==> config.mk <==
export PLATFORM = sky130hd
export DESIGN_NAME = raster_timing_gen
export DESIGN_NICKNAME = d
export VERILOG_FILES = /design/src/rtl/raster_pkg.sv /design/src/rtl/raster_dot_ctr.sv /design/src/rtl/raster_line_fsm.sv /design/src/rtl/raster_strobes.sv /design/src/rtl/raster_timing_gen.sv
export SDC_FILE = /design/constraint.sdc
export NUM_CORES = 1
export LEC_CHECK = 0
export ABC_AREA = 1
export BUFFER_PORTS_ARGS = -buffer_cell sky130_fd_sc_hd__buf_4
export CORE_MARGIN = 3
export CORE_UTILIZATION = 45
export DETAILED_ROUTE_END_ITERATION = 6
export GPL_ROUTABILITY_DRIVEN = 0
export PLACE_DENSITY = 0.73
export SLEW_MARGIN = 15
export SYNTH_ARGS = -nofsm -noshare
export SYNTH_HDL_FRONTEND = slang
export SYNTH_SLANG_ARGS = --single-unit
==> constraint.sdc <==
create_clock -name clk -period 2.3 [get_ports clk]
set_input_delay 0.23 -clock clk [delete_from_list [all_inputs] [get_ports clk]]
set_output_delay 0.23 -clock clk [all_outputs]
set_load 0.1 [all_outputs]
==> src/rtl/raster_pkg.sv <==
package raster_pkg;

    typedef enum logic [1:0] {
        ST_ACTIVE    = 2'd0,
        ST_PRERENDER = 2'd1,
        ST_ARMED     = 2'd2
    } line_state_e;

    localparam int PREFETCH_DOT_A = 321;
    localparam int PREFETCH_DOT_B = 329;
    localparam int VCOPY_FIRST    = 280;
    localparam int VCOPY_LAST     = 304;

endpackage

==> src/rtl/raster_dot_ctr.sv <==
module raster_dot_ctr #(
    parameter int DOTS  = 341,
    parameter int DOT_W = 9
) (
    input  logic             clk,
    input  logic             rst_n,
    input  logic             cut,
    output logic [DOT_W-1:0] dot,
    output logic             line_end
);
    localparam logic [DOT_W-1:0] LAST = DOT_W'(DOTS - 1);

    assign line_end = (dot == LAST);

    always_ff @(posedge clk or negedge rst_n) begin
        if (!rst_n)
            dot <= '0;
        else if (cut || line_end)
            dot <= '0;
        else
            dot <= dot + 1'b1;
    end

    AST_DOT_RANGE: assert property (@(posedge clk) disable iff (!rst_n)
        dot <= LAST);
    AST_DOT_WRAP: assert property (@(posedge clk) disable iff (!rst_n)
        (dot == LAST) |=> (dot == '0));
endmodule

==> src/rtl/raster_line_fsm.sv <==
module raster_line_fsm
    import raster_pkg::*;
#(
    parameter int DOTS        = 341,
    parameter int DOT_W       = 9,
    parameter int LINES_SHORT = 262,
    parameter int LINES_FIXED = 312,
    parameter int LINE_W      = 9
) (
    input  logic              clk,
    input  logic              rst_n,
    input  logic              render_en,
    input  logic              short_mode,
    input  logic [DOT_W-1:0]  dot,
    input  logic              line_end,
    output logic [LINE_W-1:0] line,
    output logic              odd_frame,
    output logic              prerender,
    output logic              cut
);
    localparam logic [DOT_W-1:0] DECIDE_DOT = DOT_W'(DOTS - 3);
    localparam logic [DOT_W-1:0] CUT_DOT    = DOT_W'(DOTS - 2);

    line_state_e state, nxt;
    logic [LINE_W-1:0] pre_idx;
    logic              frame_wrap;

    assign pre_idx = short_mode ? LINE_W'(LINES_SHORT - 1) : LINE_W'(LINES_FIXED - 1);

    always_comb begin
        nxt = state;
        unique case (state)
            ST_ACTIVE:
                if (line_end && ({1'b0, line} + 1'b1 >= {1'b0, pre_idx}))
                    nxt = ST_PRERENDER;
            ST_PRERENDER:
                if (line_end)
                    nxt = ST_ACTIVE;
                else if (dot == DECIDE_DOT && short_mode && render_en && odd_frame)
                    nxt = ST_ARMED;
            ST_ARMED:
                if (dot == CUT_DOT)
                    nxt = ST_ACTIVE;
            default:
                nxt = ST_ACTIVE;
        endcase
    end

    always_ff @(posedge clk or negedge rst_n) begin
        if (!rst_n)
            state <= ST_ACTIVE;
        else
            state <= nxt;
    end

    always_comb begin
        cut        = (state == ST_ARMED) && (dot == CUT_DOT);
        frame_wrap = cut || ((state == ST_PRERENDER) && line_end);
        prerender  = (state != ST_ACTIVE);
    end

    always_ff @(posedge clk or negedge rst_n) begin
        if (!rst_n) begin
            line      <= '0;
            odd_frame <= 1'b0;
        end else if (frame_wrap) begin
            line      <= '0;
            odd_frame <= ~odd_frame;
        end else if (line_end) begin
            line <= (nxt == ST_PRERENDER) ? pre_idx : line + 1'b1;
        end
    end

    AST_ARMED_NEEDS_ODD: assert property (@(posedge clk) disable iff (!rst_n)
        (state == ST_ARMED) |-> odd_frame);
    AST_ARMED_NEEDS_SHORT: assert property (@(posedge clk) disable iff (!rst_n)
        (state == ST_ARMED) |-> short_mode);
    AST_CUT_JUMP: assert property (@(posedge clk) disable iff (!rst_n)
        cut |=> (dot == '0 && line == '0));
    AST_PARITY_FLIP: assert property (@(posedge clk) disable iff (!rst_n)
        frame_wrap |=> (odd_frame != $past(odd_frame)));
endmodule

==> src/rtl/raster_strobes.sv <==
module raster_strobes
    import raster_pkg::*;
#(
    parameter int DOT_W     = 9,
    parameter int LINE_W    = 9,
    parameter int VIS_LINES = 240
) (
    input  logic              clk,
    input  logic              rst_n,
    input  logic [DOT_W-1:0]  dot,
    input  logic [LINE_W-1:0] line,
    input  logic              prerender,
    input  logic              render_en,
    output logic              prefetch_a,
    output logic              prefetch_b,
    output logic              vscroll_copy
);
    logic fetch_line;

    always_comb begin
        fetch_line   = render_en && (prerender || ({1'b0, line} < (LINE_W+1)'(VIS_LINES)));
        prefetch_a   = fetch_line && (dot == DOT_W'(PREFETCH_DOT_A));
        prefetch_b   = fetch_line && (dot == DOT_W'(PREFETCH_DOT_B));
        vscroll_copy = render_en && prerender
                    && (dot >= DOT_W'(VCOPY_FIRST)) && (dot <= DOT_W'(VCOPY_LAST));
    end

    AST_VCOPY_PRE: assert property (@(posedge clk) disable iff (!rst_n)
        vscroll_copy |-> (prerender && render_en));
    AST_FETCH_EXCL: assert property (@(posedge clk) disable iff (!rst_n)
        $onehot0({prefetch_a, prefetch_b, vscroll_copy}));
endmodule

==> src/rtl/raster_timing_gen.sv <==
module raster_timing_gen #(
    parameter int DOTS_PER_LINE = 341,
    parameter int LINES_SHORT   = 262,
    parameter int LINES_FIXED   = 312,
    parameter int VIS_LINES     = 240,
    parameter int DOT_W         = $clog2(DOTS_PER_LINE),
    parameter int LINE_W        = $clog2((LINES_SHORT > LINES_FIXED) ? LINES_SHORT : LINES_FIXED)
) (
    input  logic              clk,
    input  logic              rst_n,
    input  logic              render_en,
    input  logic              short_mode,
    output logic [DOT_W-1:0]  dot,
    output logic [LINE_W-1:0] line,
    output logic              odd_frame,
    output logic              prerender,
    output logic              prefetch_a,
    output logic              prefetch_b,
    output logic              vscroll_copy
);
    logic cut;
    logic line_end;

    raster_dot_ctr #(
        .DOTS  (DOTS_PER_LINE),
        .DOT_W (DOT_W)
    ) u_dot (
        .clk      (clk),
        .rst_n    (rst_n),
        .cut      (cut),
        .dot      (dot),
        .line_end (line_end)
    );

    raster_line_fsm #(
        .DOTS        (DOTS_PER_LINE),
        .DOT_W       (DOT_W),
        .LINES_SHORT (LINES_SHORT),
        .LINES_FIXED (LINES_FIXED),
        .LINE_W      (LINE_W)
    ) u_fsm (
        .clk        (clk),
        .rst_n      (rst_n),
        .render_en  (render_en),
        .short_mode (short_mode),
        .dot        (dot),
        .line_end   (line_end),
        .line       (line),
        .odd_frame  (odd_frame),
        .prerender  (prerender),
        .cut        (cut)
    );

    raster_strobes #(
        .DOT_W     (DOT_W),
        .LINE_W    (LINE_W),
        .VIS_LINES (VIS_LINES)
    ) u_strb (
        .clk          (clk),
        .rst_n        (rst_n),
        .dot          (dot),
        .line         (line),
        .prerender    (prerender),
        .render_en    (render_en),
        .prefetch_a   (prefetch_a),
        .prefetch_b   (prefetch_b),
        .vscroll_copy (vscroll_copy)
    );

    AST_LINE_ADVANCE: assert property (@(posedge clk) disable iff (!rst_n)
        (!line_end && !cut) |=> $stable(line));
    AST_PRE_ONLY_LAST: assert property (@(posedge clk) disable iff (!rst_n)
        prerender |-> (line == (short_mode ? LINE_W'(LINES_SHORT - 1) : LINE_W'(LINES_FIXED - 1))));
endmodule

Word-level counts from Yosys, hierarchy flattened

Cells that the tools add are included.

Input bits: 4
Output and inout port bits: 23
Word-level logic and storage cells: 48
Register bits after elaboration: 21

Reductions and logical operators: 18
Mux-type cells: 10
Equal/unequal tests: 8
Bitwise operators: 1
$add $sub $neg: 3
$lt $le $gt $ge: 4

Operators with widths:

| cell                   | count |
|---|---|
| $eq A9 B9 Y1 const B   | 5 |
| $mux W9                | 4 |
| $add A9 B1 Y9 const B  | 2 |
| $logic_and A1 B1 Y1    | 12 |
| $add A9 B1 Y10 const B | 1 |
| $ge A10 B9 Y1          | 1 |
| $ge A9 B9 Y1 const B   | 1 |
| $le A9 B9 Y1 const B   | 1 |
| $lt A9 B8 Y1 const B   | 1 |
| $mux W2                | 4 |
| $mux W6                | 1 |
| $pmux W2 S3            | 1 |
| $eq A2 B1 Y1 const B   | 2 |
| $reduce_bool A2 Y1     | 2 |
| $logic_or A1 B1 Y1     | 3 |
| $eq A2 B2 Y1 const B   | 1 |
| $logic_not A2 Y1       | 1 |
| $not A1 Y1             | 1 |

Logic depth before layout (Yosys ltp)

Gate-level depths: netlist of the first run.

Depth after elaboration: 11
Gate-level depth with buffers: 16
Mapped depth without buffers: 16

By module

Synthesis of the first run repeated with hierarchy kept, for this count alone.

Cell total of the unflattened synthesis: 219
Area, all modules: 1493.9 µm²

By module, submodules not included:

| module          | area each (µm²) | times used | cells each | sequential area each (µm²) |
|---|---|---|---|---|
| raster_line_fsm | 877.1           | 1          | 122        | 300.3 |
| raster_dot_ctr  | 494.2           | 1          | 68         | 225.2 |
| raster_strobes  | 122.6           | 1          | 29         | 0.0 |

Least setup slack after synthesis of the first run

No wires, ideal clock.

Kind: register -> output
Start: register u_dot.dot[0]
End: output prefetch_a
Setup slack: -2185 ps
Buffers on the path: 0
Data arrival time: 4255 ps
Data required time: 2070 ps
Cell stages (with the launch flop): 4
Cell sequence: dfrtp_1 > ha_1 > nand4_1 > nor4_1

Word-level cells in the longest chain between the ends: 2

Ends and longest elaborated chain:

| what                   | line                    | text |
|---|---|---|
| from (decl)            | raster_dot_ctr.sv:8     | `output logic [DOT_W-1:0] dot,` |
| from (signal assigned) | raster_dot_ctr.sv:21    | `dot <= dot + 1'b1;` |
| $eq A9 B9 Y1           | raster_strobes.sv:22    | `prefetch_a = fetch_line && (dot == DOT_W'(PREFETCH_DOT_A));` |
| $logic_and A1 B1 Y1    | raster_strobes.sv:22    |  |
| to (decl)              | raster_timing_gen.sv:17 | `output logic prefetch_a,` |

Every way passes these cells.

Final worst setup path of the first run

Start: register u_fsm.line[0]
End: register u_fsm.line[1]

Word-level cells in the longest chain between the ends: 9
Elaborated cells between the ends (all ways): 10
Those cells by class: 2 x add/sub; 1 x order compare; 1 x eq/ne; 5 x mux; 1 x reduce/logical

Ends and longest elaborated chain:

| what                   | line                  | text |
|---|---|---|
| from (decl)            | raster_line_fsm.sv:16 | `output logic [LINE_W-1:0] line,` |
| from (signal assigned) | raster_line_fsm.sv:70 | `line <= (nxt == ST_PRERENDER) ? pre_idx : line + 1'b1;` |
| $add A9 B1 Y10         | raster_line_fsm.sv:34 | `if (line_end && ({1'b0, line} + 1'b1 >= {1'b0, pre_idx}))` |
| $ge A10 B9 Y1          | raster_line_fsm.sv:34 |  |
| $logic_and A1 B1 Y1    | raster_line_fsm.sv:34 |  |
| $mux W2                | raster_line_fsm.sv:34 |  |
| $pmux W2 S3            | raster_line_fsm.sv:32 | `unique case (state)` |
| net u_fsm.nxt[0]       | raster_line_fsm.sv:24 | `line_state_e state, nxt;` |
| $eq A2 B1 Y1           | raster_line_fsm.sv:70 |  |
| $mux W9                | raster_line_fsm.sv:70 |  |
| $mux W9                | raster_line_fsm.sv:69 | `end else if (line_end) begin` |
| $mux W9                | raster_line_fsm.sv:66 | `end else if (frame_wrap) begin` |

The timed path passes the listed nets, and every way through them passes these cells. The select of a mux whose other input is x is not followed.
A chain may end at the register's enable or synchronous reset.

==> summary.txt, run 1 <==
Cell family with most CP delay -> simple AND/OR/NAND/NOR gates
Synthesized cell area -> 1430 um^2
Routed Antenna Nets -> 0
CTS Buf Count -> 3
GRT Residual Overflow -> 0
Max transition margin -> 0.731
Top cells by area, synth -> dfrtp_1 (37%), nand2_1 (11%), ha_1 (6.1%)
Worst-Skew Late Latency -> 0.30 ns
Critical Path RT -> 2.55 ns
Crit-path max cell delay -> 0.54 ns
DRC viols -> 0
Root Driver -> clkbuf_4
Die H -> 62.3 um
FF/Latch Area -> 576 um^2
Layout net count -> 239
DR WL/cell -> 13.8 um
Initial Util -> 0.496
CTS sink count -> 21
Max rail drop VDD -> 185 uV
Power density cells -> 285 nW/um^2
Number of enable flip-flop cells after synthesis -> 0
WS Path Type -> flop to flop
Drt pass-1 iters -> 4
Pins Over Slew Limit -> 0
Port Buffers -> 26
Synth cell count leaders -> nand2_1 (43), dfrtp_1 (21), inv_1 (19), nand3_1 (14), nor2_1 (14)
Post-Syn Instances -> 185
Worst-Margin Slew -> 0.399 ns
Fmax -> 454 MHz
Net Count, Synth -> 196
Worst Hold Class -> primary input to flop
Library cells used by synthesis -> 32
Final setup fails -> 0
First-pass GRT wire length -> 6.46 mm
Post-detailed-route via-to-cell ratio -> 5.32
CP endpoint kind -> flop
WP buf/inv -> 0
CTS clk-pin slew, worst paths -> 0.12 ns
Crit-path max FO -> 8
CTS tree -> yes
Via count -> 1432
Synth area leader -> dfrtp_1
Core footprint -> 2880 um^2
Top cell type's share of synthesized area -> 0.368
Die area -> 3880 um^2
CTS H-Tree Depth -> 1
Antenna fix cells -> 0
Critical path's most frequent cell -> nand2_1
Die width -> 62.3 um
Top_reg_cell synth -> dfrtp_1
Outcome -> finished, final reports clean
Core Util, Final -> 0.696
Final period util -> 0.957
Startpoint types -> flop
WP data arrival -> 2.45 ns
Max-Cap Viols -> 0
Hold_ws -> 0.260 ns
RSZ-0062 raised after global routing -> yes
Fin crit period -> 2.20 ns
1st-iter DRT viols -> 82
Pin count of the biggest net entering global routing -> 22
Filler cells -> 238
Layout cells sized above 1 -> 0.471
Ports -> 27
Yosys reg bits -> 21
Fin. Hold Viols -> 0
Critical path's slowest cell -> dfrtp_4
Dpl hpwl -> 2.73 mm
Initial antenna violation count -> 0
Total GRT Usage -> 0.202
Multi-input gate area -> 945 um^2
Most numerous cell in the Yosys netlist -> nand2_1
Sequential area share after synthesis -> 0.368
Syn-to-layout area delta -> 40.3%
Row Count -> 19
Leak -> 0.963 nW
YS warnings -> 0
Skew final -> 0.00515 ns
Share of synthesized flip-flops with an asynchronous set or reset -> 1.00
Clock Tree Buf Depth -> 2
Vias in the first global route -> 1463
CP cell instances -> nand3_4 > nor2_4 > xor2_2 > ha_1 > a21o_2 > nor2_2 > nand3_1 > nand2_1 > nand2_1 > nand2_2 > nand2_4 > nand2_4 > nand3_2 > nand2_1
Register-to-Register Setup Slack -> 0.1 ns
Final wirelength -> 3.70 mm
Syn_area_per_cell -> 7.71 um^2
==> metal layers <==
metal  up-vias  GRT usage  share of wire
li1        694          -              -
met3         7     0.0324          0.041
met1       684      0.228           0.41
met4         0     0.0826          0.014
met2        47      0.375           0.54
met5         -          0              0
==> registers in the layout (all words and copies together) (netlist names) <==
name,flops
u_dot.dot,9
u_fsm.line,9
u_fsm.odd_frame,1
u_fsm.state,2
==> path summary, 6_finish.rpt <==
kind / startpoint / endpoint / depth (start not counted)
hold reg to reg: u_fsm.state[0] / u_fsm.state[1] / 1
min in group asynchronous: rst_n / u_dot.dot[0] / 2
setup reg to reg: u_fsm.line[0] / u_fsm.line[1] / 14
hold / removal: short_mode / u_fsm.line[4] / 4
setup / recovery: u_fsm.line[0] / u_fsm.line[1] / 14
max in group asynchronous: rst_n / u_fsm.line[7] / 2
==> per-stage QoR <==
step	setup TNS, ns	worst slack [ns]	area (um^2)	total power [mW]	cells
after global placement	0	0.115	1800	0.393	252
after global routing	-0.0674	-0.0360	2000	0.598	269
after CTS	0	0.0176	1870	0.574	260
after floorplan	-0.0390	-0.0195	1560	0.378	185
after detailed placement	-0.0280	-0.0105	1800	0.393	252
final	0	0.0997	2000	0.571	269
==> where the power goes <==
group | switching, mW | internal, mW | total, mW | leakage (nW)
clock network | 0.115 | 0.0676 | 0.183 | 0.0150
registers | 0 | 0.369 | 0.369 | 0.222
logic | 0.0125 | 0.00643 | 0.0189 | 0.726
total | 0.128 | 0.443 | 0.571 | 0.963
==> layout by cell type, fill, tap and decap left out, drive strengths merged <==
master       Yosys  final
buf              1     38
dfrtp           21     21
xor2             4      4
nor4             3      3
clkinv           1      1
o22ai            3      3
clkinvlp         0      1
dlygate4sd3      0      1
ha               7      7
nor3b            1      1
a32oi            1      1
a21o             1      1
nor3             6      6
nand4            5      5
nand3           15     15
inv             25     24
clkbuf           0      4
o21bai           1      1
o21a             1      1
a21oi            7      7
o21ai            7      7
nor2            20     20
xnor2            2      2
nand2           52     52
o211ai           1      1
==> cells by family after synthesis <==
group,after synthesis,synth area share
flops,21,0.368
xor+xnor,6,0.0421
simple gates,102,0.361
compound gates,22,0.0930
buf+inv,27,0.0737
fa+ha+maj,7,0.0614
==> worst register-to-register path, stage by stage (launching register included) <==
cell,delay (ns)
dfrtp_4,0.54
nand3_4,0.12
nor2_4,0.06
xor2_2,0.18
ha_1,0.32
a21o_2,0.23
nor2_2,0.07
nand3_1,0.06
nand2_1,0.06
nand2_1,0.05
nand2_2,0.11
nand2_4,0.11
nand2_4,0.10
nand3_2,0.06
nand2_1,0.08
==> timing repair <==
action                     CTS  global route
pin swaps                    1            15
setup buffers                3             9
hold endpoints to repair    21             0
hold buffers                 1             0
setup endpoints to repair    6             9
gates resized for setup      1            14
==> cell type report <==
cell class,count,area share
Clock buffer,4,0.0131
Inverter,26,0.0532
Multi-Input combinational cell,137,0.472
Tap cell,42,0.0263
Sequential cell,21,0.288
Timing Repair Buffer,39,0.148
No activity file was read; power rests on OpenSTA's default activity.
==> run 2, diff against run 1 <==
--- a/config.mk
+++ b/config.mk
@@ -5,7 +5,6 @@
 export SDC_FILE = /design/constraint.sdc
 export NUM_CORES = 1
 export LEC_CHECK = 0
-export ABC_AREA = 1
 export BUFFER_PORTS_ARGS = -buffer_cell sky130_fd_sc_hd__buf_4
 export CORE_MARGIN = 3
 export CORE_UTILIZATION = 45
==> summary.txt, run 2 <==
Outcome -> complete, but fails checks (was finished, final reports clean)
Failing checks -> negative setup slack
Power density cells -> 269 nW/um^2 (was 285 nW/um^2)
Critical Path RT -> 2.50 ns (was 2.55 ns)
Clock Tree Buf Depth -> 2 (unchanged)
Vias in the first global route -> 1477 (was 1463)
Core footprint -> 3130 um^2 (was 2880 um^2)
Drt pass-1 iters -> 4 (unchanged)
CTS clk-pin slew, worst paths -> 0.11 ns (was 0.12 ns)
1st-iter DRT viols -> 86 (was 82)
Share of synthesized flip-flops with an asynchronous set or reset -> 1.00 (unchanged)
Worst Hold Class -> primary input to flop (unchanged)
Crit-path max FO -> 8 (unchanged)
RSZ-0062 raised after global routing -> yes (unchanged)
Pin count of the biggest net entering global routing -> 22 (unchanged)
Initial antenna violation count -> 0 (unchanged)
Synth cell count leaders -> dfrtp_1 (21), nand2_1 (17), nor2_1 (17), xnor2_1 (9) (was nand2_1 (43), dfrtp_1 (21), inv_1 (19), nand3_1 (14), nor2_1 (14))
Fmax -> 425 MHz (was 454 MHz)
Startpoint types -> flop (unchanged)
CP cell instances -> ha_4 > nand3_2 > xnor2_2 > ha_4 > nand2_1 > a211oi_2 > a311oi_4 > a21o_4 > o22ai_2 > a22o_1 (was nand3_4 > nor2_4 > xor2_2 > ha_1 > a21o_2 > nor2_2 > nand3_1 > nand2_1 > nand2_1 > nand2_2 > nand2_4 > nand2_4 > nand3_2 > nand2_1)
Via count -> 1448 (was 1432)
WS Path Type -> flop to flop (unchanged)
Root Driver -> clkbuf_4 (unchanged)
DR WL/cell -> 16.5 um (was 13.8 um)
Synth area leader -> dfrtp_1 (unchanged)
Placed Area -> 1940 um^2 (was 1800 um^2)
Dpl hpwl -> 3.01 mm (was 2.73 mm)
Worst-Margin Slew -> 0.453 ns (was 0.399 ns)
Hold_ws -> 0.310 ns (was 0.260 ns)
Crit-path max cell delay -> 0.48 ns (was 0.54 ns)
Pins Over Slew Limit -> 0 (unchanged)
Post-Syn Instances -> 160 (was 185)
CTS H-Tree Depth -> 1 (unchanged)
Die area -> 4090 um^2 (was 3880 um^2)
Fin crit period -> 2.35 ns (was 2.20 ns)
Initial Util -> 0.484 (was 0.496)
Leak -> 0.862 nW (was 0.963 nW)
First-pass GRT wire length -> 7.01 mm (was 6.46 mm)
Die width -> 64.0 um (was 62.3 um)
Sequential area share after synthesis -> 0.347 (was 0.368)
Net Count, Synth -> 171 (was 196)
Syn_area_per_cell -> 9.45 um^2 (was 7.71 um^2)
Top cells by area, synth -> dfrtp_1 (35%), ha_1 (5.8%), xnor2_1 (5.2%) (was dfrtp_1 (37%), nand2_1 (11%), ha_1 (6.1%))
Syn-to-layout area delta -> 40.3% (about the same)
Most frequent cells in the layout -> buf_4 (40), nand2_1 (17), nor2_1 (16) (was nand2_1 (40), buf_4 (38), inv_1 (14), nor2_1 (14), dfrtp_4 (11))
Number of enable flip-flop cells after synthesis -> 0 (unchanged)
YS warnings -> 0 (unchanged)
Layout net count -> 218 (was 239)
Filler cells -> 241 (was 238)
Most numerous cell in the Yosys netlist -> dfrtp_1 (was nand2_1)
Register-to-Register Setup Slack -> -0.05 ns (was 0.1 ns)
Max rail drop VDD -> 232 uV (was 185 uV)
Routed Antenna Nets -> 0 (unchanged)
CP endpoint kind -> flop (unchanged)
Post-route cell area -> 2120 um^2 (was 2000 um^2)
CTS Buf Count -> 3 (unchanged)
Post-detailed-route via-to-cell ratio -> 5.79 (was 5.32)
Library cells used by synthesis -> 59 (was 32)
Cells on Worst Hold Path -> 3 (was 4)
Worst-Skew Late Latency -> 0.30 ns (about the same)
Setup Total Neg Slack -> -0.0934 ns (was 0 ns)
Critical path's slowest cell -> dfrtp_4 (unchanged)
CTS sink count -> 21 (unchanged)
Fin worst setup slack -> -0.0505 ns (was 0.0997 ns)
WP data arrival -> 2.55 ns (was 2.45 ns)
Die H -> 64.0 um (was 62.3 um)
Yosys reg bits -> 21 (unchanged)
Final wirelength -> 4.11 mm (was 3.70 mm)
Largest regs -> u_dot.dot: 9 flops, u_fsm.line: 9 flops, u_fsm.state: 2 flops (unchanged)
DRC viols -> 0 (unchanged)
Critical path's most frequent cell -> ha_4 (was nand2_1)
CTS tree -> yes (unchanged)
GRT Residual Overflow -> 0 (unchanged)
Skew final -> 0.00222 ns (was 0.00515 ns)
Total GRT Usage -> 0.215 (was 0.202)
Final setup fails -> 5 (was 0)
Worst slack, placed -> -0.111 ns (was -0.0105 ns)
Layout cells sized above 1 -> 0.500 (was 0.471)
Antenna fix cells -> 0 (unchanged)
Fin. Hold Viols -> 0 (unchanged)
Worst R2R Path Depth -> 10 (was 14)
Final period util -> 1.02 (was 0.957)
Top_reg_cell synth -> dfrtp_1 (unchanged)
Commonest non-fill, non-tap cell in the layout -> buf_4 (was nand2_1)
Port Buffers -> 26 (unchanged)
Max transition margin -> 0.695 (was 0.731)
Top cell type's share of synthesized area -> 0.347 (was 0.368)
Ports -> 27 (unchanged)
Max-Cap Viols -> 0 (unchanged)
Row Count -> 20 (was 19)
Synthesized cell area -> 1510 um^2 (was 1430 um^2)
## run 2: cell types whose count changed in the layout (fill, tap and decap cells not counted), moves of 4 or more
cell     delta
xnor2_1     +6
dfrtp_4     -4
inv_2       -8
a21oi_1     -5
nand2_4     -5
nand2_1    -23
nand3_1     -7
inv_1      -10
nand2_2     -7
## run 2: path summary, 6_finish.rpt
check / startpoint / end
setup reg to reg: u_fsm.line[0] / u_fsm.line[8]
min in group asynchronous: rst_n / u_fsm.line[8]
hold / removal: short_mode / u_fsm.line[4]
hold reg to reg: u_dot.dot[7] / u_dot.dot[7]
setup / recovery: u_fsm.line[0] / u_fsm.line[8]
max in group asynchronous: rst_n / u_fsm.line[2]
## run 2: worst max-delay path, delay by kind of cell, from the launching register on
kind / cells / cell delay [ns]
AOI/OAI and AO/OA: 5 / 0.92
xor gates and xnor gates: 1 / 0.26
adders and majority gates: 2 / 0.40
DFF: 1 / 0.48
and+or+nand+nor: 2 / 0.19
## run 2: cell families (layout without fill, tap and decap cells)
family,count (synthesis),in the layout,share of synthesized area
AND/OR/NAND/NOR,77,77,0.302
adder cells (fa/ha/maj),7,7,0.0579
AO/OA/AOI/OAI,36,36,0.202
buffers and inverters,6,52,0.0157
XOR/XNOR,13,13,0.0753
flip-flops,21,21,0.347
## run 2: routing by layer
layer	vias to the layer above	GRT usage	part of all wire
met5	-	0	0
met3	12	0.0281	0.054
met4	0	0.113	0.026
li1	681	-	-
met2	52	0.374	0.51
met1	703	0.257	0.41
## run 2: final cells by class
cell class,instances,area [um^2],share of cell area
sequential,21,564,0.266
clock inverter,1,5.00,0.00236
clock buffer,3,22.5,0.0106
timing repair buffer,44,362,0.170
inverter,4,15.0,0.00708
multi-input combinational,133,1100,0.518
tap,44,55.1,0.0259
## run 2: where the power goes
group | switching (mW) | total [mW] | internal [mW]
registers | 0 | 0.369 | 0.369
clock network | 0.109 | 0.174 | 0.0648
logic | 0.0170 | 0.0286 | 0.0116
## run 2: timing repair
action	in CTS	in global routing
gates cloned	0	0
endpoints found under the hold margin	21	0
hold buffers	1	0
pin swaps	11	7
setup endpoints to repair	8	13
buffers inserted	6	0
gates resized for setup	10	9
## run 2: metrics by stage
stage               total power [mW]  instances   util
floorplan                      0.383        160      -
global placement               0.397        239  0.620
detailed placement             0.397        239  0.620
CTS                            0.576        250  0.664
global route                   0.600        250  0.678
finish                         0.571        250  0.678
